===== src/rtl/stm_addr_seq.sv =====
module stm_addr_seq #(
  parameter int NREG = 16,
  parameter int AW   = 32,
  parameter int WB   = 4
) (
  input  logic                     clk,
  input  logic                     rst_n,
  input  logic                     req_valid,
  input  logic [AW-1:0]            req_base,
  input  logic [$clog2(NREG)-1:0]  req_base_idx,
  input  logic [NREG-1:0]          req_mask,
  input  logic                     req_pre,
  input  logic                     req_up,
  input  logic                     mem_ready,
  output logic                     wr_en,
  output logic [$clog2(NREG)-1:0]  wr_reg,
  output logic [AW-1:0]            wr_addr,
  output logic                     wr_user_bank,
  output logic                     done,
  output logic                     err
);
  localparam int IW = $clog2(NREG);

  logic [NREG-1:0] pend;
  logic [AW-1:0]   addr_q, span, first_addr;
  logic            done_q, err_q;

  wire bad_req = (req_base_idx == IW'(NREG - 1)) || (req_mask == '0);
  wire accept  = req_valid && !wr_en;
  wire step    = wr_en && mem_ready;
  wire [NREG-1:0] pend_nxt = pend & (pend - 1'b1);

  assign span = AW'($countones(req_mask)) * AW'(WB);

  always_comb begin
    case ({req_pre, req_up})
      2'b01:   first_addr = req_base;
      2'b11:   first_addr = req_base + AW'(WB);
      2'b00:   first_addr = req_base - span + AW'(WB);
      default: first_addr = req_base - span;
    endcase
  end

  always_comb begin
    wr_reg = '0;
    for (int i = NREG - 1; i >= 0; i--)
      if (pend[i]) wr_reg = IW'(i);
  end

  always_ff @(posedge clk) begin
    if (!rst_n) begin
      pend   <= '0;
      addr_q <= '0;
      done_q <= 1'b0;
      err_q  <= 1'b0;
    end else begin
      done_q <= 1'b0;
      err_q  <= 1'b0;
      if (accept) begin
        if (bad_req) begin
          done_q <= 1'b1;
          err_q  <= 1'b1;
        end else begin
          pend   <= req_mask;
          addr_q <= first_addr;
        end
      end else if (step) begin
        pend   <= pend_nxt;
        addr_q <= addr_q + AW'(WB);
        if (pend_nxt == '0) done_q <= 1'b1;
      end
    end
  end

  assign wr_en        = |pend;
  assign wr_addr      = addr_q;
  assign wr_user_bank = wr_en;
  assign done         = done_q;
  assign err          = err_q;
endmodule


===== config.mk =====
export PLATFORM = sky130hd
export DESIGN_NAME = stm_addr_seq
export DESIGN_NICKNAME = d
export VERILOG_FILES = /design/src/rtl/stm_addr_seq.sv
export SDC_FILE = /design/constraint.sdc
export NUM_CORES = 1
export LEC_CHECK = 0
export CAP_MARGIN = 30
export CORE_ASPECT_RATIO = 0.5
export CORE_UTILIZATION = 30
export CTS_CLUSTER_DIAMETER = 100
export CTS_CLUSTER_SIZE = 20
export DETAILED_ROUTE_END_ITERATION = 10
export HOLD_SLACK_MARGIN = 0.15
export SYNTH_ARGS = -nofsm -noshare
export SYNTH_HDL_FRONTEND = slang
export SYNTH_SLANG_ARGS = --single-unit

===== constraint.sdc =====
create_clock -name clk -period 21.2 [get_ports clk]
set_input_delay 4.24 -clock clk [delete_from_list [all_inputs] [get_ports clk]]
set_output_delay 4.24 -clock clk [all_outputs]
set_load 0.1 [all_outputs]

* Yosys cells after proc, flatten, opt, wreduce, memory -nomap -nowiden
Index checks and enable logic that the tools add are counted.
** Word-level totals
- Bits in registers :: 50
- Input bits :: 58
- Output and inout bits :: 40
- Word-level logic and storage cells :: 67
** Cells by class
- $add $sub $neg :: 20
- Equal/unequal tests :: 4
- Mux-type cells :: 27
- Bitwise operators :: 1
- Reductions and logical operators :: 11
** Operators by type and width (number)
- 32-bit by 3-bit adder with 32-bit output (second input constant) :: 3
- 32-bit two-way mux :: 3
- 32-bit case mux with 3 select lines :: 1
- 4-bit two-way mux :: 16
- 16-bit two-way mux :: 3
- 16-bit logical NOT :: 2
- 32-bit by 7-bit subtractor with 32-bit output :: 1
- 1-bit by 1-bit adder with 2-bit output :: 8
- 16-bit bitwise AND :: 1
- 16-bit OR reduction :: 1
- 16-bit by 1-bit subtractor with 16-bit output (second input constant) :: 1
- 2-bit by 2-bit adder with 3-bit output :: 4
- 3-bit by 3-bit adder with 4-bit output :: 2
- 4-bit by 4-bit adder with 5-bit output :: 1
- 4-bit equality test (second input constant) :: 1
- 1-bit two-way mux :: 4
- 2-bit AND reduction :: 2
- 2-bit by 1-bit equality test with 1-bit output (second input constant) :: 1
- 2-bit equality test (second input constant) :: 1
- 1-bit logical AND :: 2
- 2-bit logical NOT :: 1
- 2-bit inequality test (second input constant) :: 1
- 2-bit nonzero test :: 1
- 1-bit logical NOT :: 1
- 1-bit logical OR :: 1

* Logic depth before layout (Yosys ltp)
- Depth in word-level cells :: 16
- Depth in mapped cells :: 24
- Depth with buffers taken out :: 22

* Least setup slack after synthesis
Ideal clock, no wire load.
- Path kind :: in2reg
- From :: input req_mask[0]
- To :: register addr_q[25] (netlist: wr_addr[25])
- Setup time :: 122 ps
- Arrival time :: 10153 ps
- Required time :: 21078 ps
- Path slack :: 10924 ps
- Stages on the path :: 21
- Path buffers :: 2
- Cells stage by stage :: inv_1 -> fa_1 -> fa_1 -> fa_1 -> fa_1 -> inv_1 -> ha_1 -> inv_1 -> fa_1 -> fa_1 -> a211oi_1 -> o2111ai_1 -> clkbuf_1 -> nor3_1 -> o2bb2ai_1 -> a31oi_1 -> or4bb_1 -> clkbuf_1 -> or4_1 -> o2111ai_1 -> a21oi_1
** Between the ends
- Cells in the longest elaborated chain, start to end :: 9
- Elaborated cells on any way between the ends :: 13
- Those cells by class :: add/sub: 6; eq/ne: 1; mux: 3; reduce/logical: 3
** Ends and longest elaborated chain
- start: declaration :: RTL line 11 : input logic [NREG-1:0] req_mask,
- 1-bit by 1-bit adder with 2-bit output (not written as such) :: RTL line 33 : assign span = AW'($countones(req_mask)) * AW'(WB);
- 2-bit by 2-bit adder with 3-bit output (not written as such) :: RTL line 33
- 3-bit by 3-bit adder with 4-bit output (not written as such) :: RTL line 33
- 4-bit by 4-bit adder with 5-bit output (not written as such) :: RTL line 33
- 32-bit by 7-bit subtractor with 32-bit output :: RTL line 39, 40
- 32-bit by 3-bit adder with 32-bit output :: RTL line 39 : 2'b00: first_addr = req_base - span + AW'(WB);
- 32-bit case mux with 3 select lines :: RTL line 36 : case ({req_pre, req_up})
- 32-bit two-way mux :: RTL line 60 : if (bad_req) begin
- 32-bit two-way mux :: RTL line 59 : if (accept) begin
- end signal: assignment :: RTL line 65 : addr_q <= first_addr;
- end signal: assignment :: RTL line 69 : addr_q <= addr_q + AW'(WB);
- end: declaration :: RTL line 25 : logic [AW-1:0] addr_q, span, first_addr;
Several ways; a longest one is shown, not always the timed one. The select of a mux whose other input is x is not followed.
A chain may end at the register's enable or synchronous reset.

* Worst setup path after layout
- From :: input req_mask[5]
- To :: register addr_q[25] (netlist: wr_addr[25])
Same word-level chain as after synthesis.

==> run metrics <==
DIE HEIGHT between 100 and 150 µm; Cell Area, Synth approximately 6100 µm²; number of routed nets with antenna violations 0; crit path from req_mask[5]; critical-path maximum fanout 13; Final setup violation count 0; crit path time final around 12 ns; Synth top area share 16.3%; ys async rst share 0%; CTS tree built; Lkg Pwr 2.51 nW; cell taking the most area after synthesis dfxtp_1; sequential-to-total area share from yosys stat roughly 16%; crit path DAT 11.86 ns; via count 7027; fillers roughly 2.1k; Required @ worst endpoint ~21 ns; design area approximately 7400 µm²; I/O Buffers 97; Max Clock Freq between 80 and 90 MHz; Placed Instance Area between 7000 and 8000 µm²; Synth Net Count a little under 1k; Max Clock Skew 0.00907 ns; Seq. cell area about 1000 µm²; post-CTS setup buffers 0; I/O Pins between 90 and 100; vias per cell between 5 and 6; CP Cell Sequence clkdlybuf4s50_1 -> inv_1 -> fa_1 -> fa_1 -> fa_1 -> fa_1 -> inv_1 -> ha_1 -> inv_1 -> fa_1 -> fa_1 -> a211oi_1 -> o2111ai_1 -> or2_2 -> mux2i_1 -> a41oi_1 -> or4bb_1 -> or4_1 -> o2111ai_1 -> a21oi_1; first-pass GRT wire length around 35000 µm; post-CTS resize count 0; chip width roughly 200 µm; Post-synth top flop dfxtp_1; H-tree Lvls 2; hold crit path type flip-flop to flip-flop; placer's final routability congestion estimate between 0.9 and 1; Slew @ Worst Pin just over 1 ns; Num CTS Buffers 5; most used cell, CP fa_1; Post-Synth Simple-Gate Area 30.2%; nets@finish ~1.0k; WS Path Type input pin to flip-flop; CP Capture Type flip-flop; XOR/XNOR share of the synthesized area between 8 and 9%; post-synthesis mux area share less than 1%; Yosys reg bits 50; placed insts approximately 1.2k; adder-cell share of the synthesized area 7.16%; RSZ-0062 raised after global routing false; largest family of logic cells by synthesized area simple AND/OR/NAND/NOR gates; Hold Crit Start wr_addr[1]; Synth Area in Compound Gates between 30% and 40%; hold_buf cts 0; # DRC 0; pre-CTS WS 9.43 ns; pin count of the biggest net entering global routing between 50 and 60; Placement Rows 36; Post-synth EDFFs 0; R2R Path Start pend[0]; Initial Util 31.1%; drt wl/cell 18.5 µm; CTS Sinks 50; Cell Pwr Density about 150 nW/µm²; number of global-route vias before repair between 6k and 7k; final wirelength approximately 23000 µm; VDD IR-drop max roughly 0.000067 V; initial antenna violation count 0; Setup WS post-layout 9.53 ns; cell family with most CP delay adder cells; Power Total around 1.1 mW; Pins Over Slew Limit 0; period utilization 55.0%; Remaining Overflow, GRT 0; share of cells above drive strength 1 approximately 4.3%; GRT Util Overall between 20% and 30%; Synth area leaders dfxtp_1 16%, o21ai_0 7.6%, a21oi_1 5.8%; Die Area between 20000 and 25000 µm²; DR iter-0 viols around 780; Area growth syn-to-layout 21.2%; Worst path slowest cell or4bb_1; WP buf/inv 4; Clock Root Buffer clkbuf_16; DR pass1 iterations 5; DP HPWL 17200 µm; CORE AREA between 15000 and 20000 µm²; Warnings, synthesis 0; clock-pin slew on the worst setup and hold paths roughly 0.07 ns; Multi-input gate area 4740 µm²; setup TNS 0 ns; Setup crit start kind input pin; Hold Fails Final Rpt 0; Max Cap Viol 0; Mapped Avg Cell Area 6.81 µm²; CP peak stage delay between 0.7 and 0.8 ns; diode count 0; Non-Filler Instances 1225; Max clock buf depth 2; final hold slack 0.466 ns; Slew HR between 30% and 40%; Util after Layout a little under two fifths; clk_lat worst skew approximately 0.30 ns; post-synth cell types 74; outcome completed; Syn Inst Count around 900
-- synth_stat cells (4+ instances only) --
master	count
nor4_1	26
xor2_1	26
a21o_1	8
a21oi_1	71
a211oi_1	7
a31oi_1	12
and2_1	8
or3_1	11
a22oi_1	7
nor2b_1	14
o21ai_0	93
dfxtp_1	50
o2111ai_1	7
nor2_1	73
mux2i_1	5
nand2_1	84
o31ai_1	11
o21ai_1	5
or2_2	6
a22o_1	5
o21a_1	7
nand3_1	33
o221ai_1	7
ha_1	16
and3_1	10
nand2b_1	5
nor3b_1	4
o211ai_1	8
clkbuf_1	56
fa_1	11
nand3b_1	4
nand4_1	11
a21boi_0	21
inv_1	44
or4_1	4
xnor2_1	34
nor3_1	41
-- cell usage in the layout (no fill, tap or decap), drive strengths merged, types with 14 or more instances in the layout --
cell,count
nor3,43
dfxtp,50
a21boi,21
nor4,29
ha,16
o21ai,98
inv,44
xnor2,34
nor2b,14
nand3,33
clkdlybuf4s50,97
nand2,84
xor2,26
nor2,73
a21oi,71
-- where the power goes --
part / internal (mW) / total [mW] / switching [mW]
sequential: 0.123 / 0.170 / 0.0472
clock: 0.0469 / 0.0848 / 0.0379
combinational: 0.236 / 0.865 / 0.630
-- routing by layer --
metal / up-vias / wire length, µm / global-route usage [%]
met2: 323 / 9420 / 31.7
met5: - / 0 / 0
met1: 3277 / 11100 / 32.1
li1: 3420 / - / -
met4: 0 / 54 / 2.53
met3: 7 / 2070 / 4.10
-- worst paths after layout --
kind | to | slack, ns | cells past startpoint
max | wr_addr[25] | 9.53 | 20
min | wr_addr[1] | 0.47 | 2
max reg2reg | pend[3] | 17.92 | 9
min reg2reg | wr_addr[1] | 0.47 | 2
-- sequential cells by signal, indices dropped and copies added (netlist names) --
signal,cells
wr_addr,32
pend,16
done,1
err,1
-- cell families (layout without fill, tap and decap cells) --
family	Yosys count	count (layout)
AOI/OAI and AO/OA	297	297
xor gates and xnor gates	60	60
adders and majority gates	29	29
buffers and inverters	105	161
DFF	50	50
muxes	5	5
and+or+nand+nor	357	357
-- worst reg2reg max path, stage by stage (launching register included) --
cell	delay, ns
dfxtp_1	0.38
nor4_1	0.59
nand3_1	0.40
or3_1	0.59
nor2_1	0.20
nor2_2	0.16
buf_4	0.25
or3_1	0.34
o21ai_0	0.15
a21boi_0	0.10
-- final cells by class --
type	instances	area share, %
multi-input combinational	748	63.6
timing repair buffer	109	14.2
sequential	50	13.4
tap	266	4.47
inverter	44	2.22
clock buffer	6	1.86
clock inverter	2	0.168
Power figures use the tool's default switching activity.
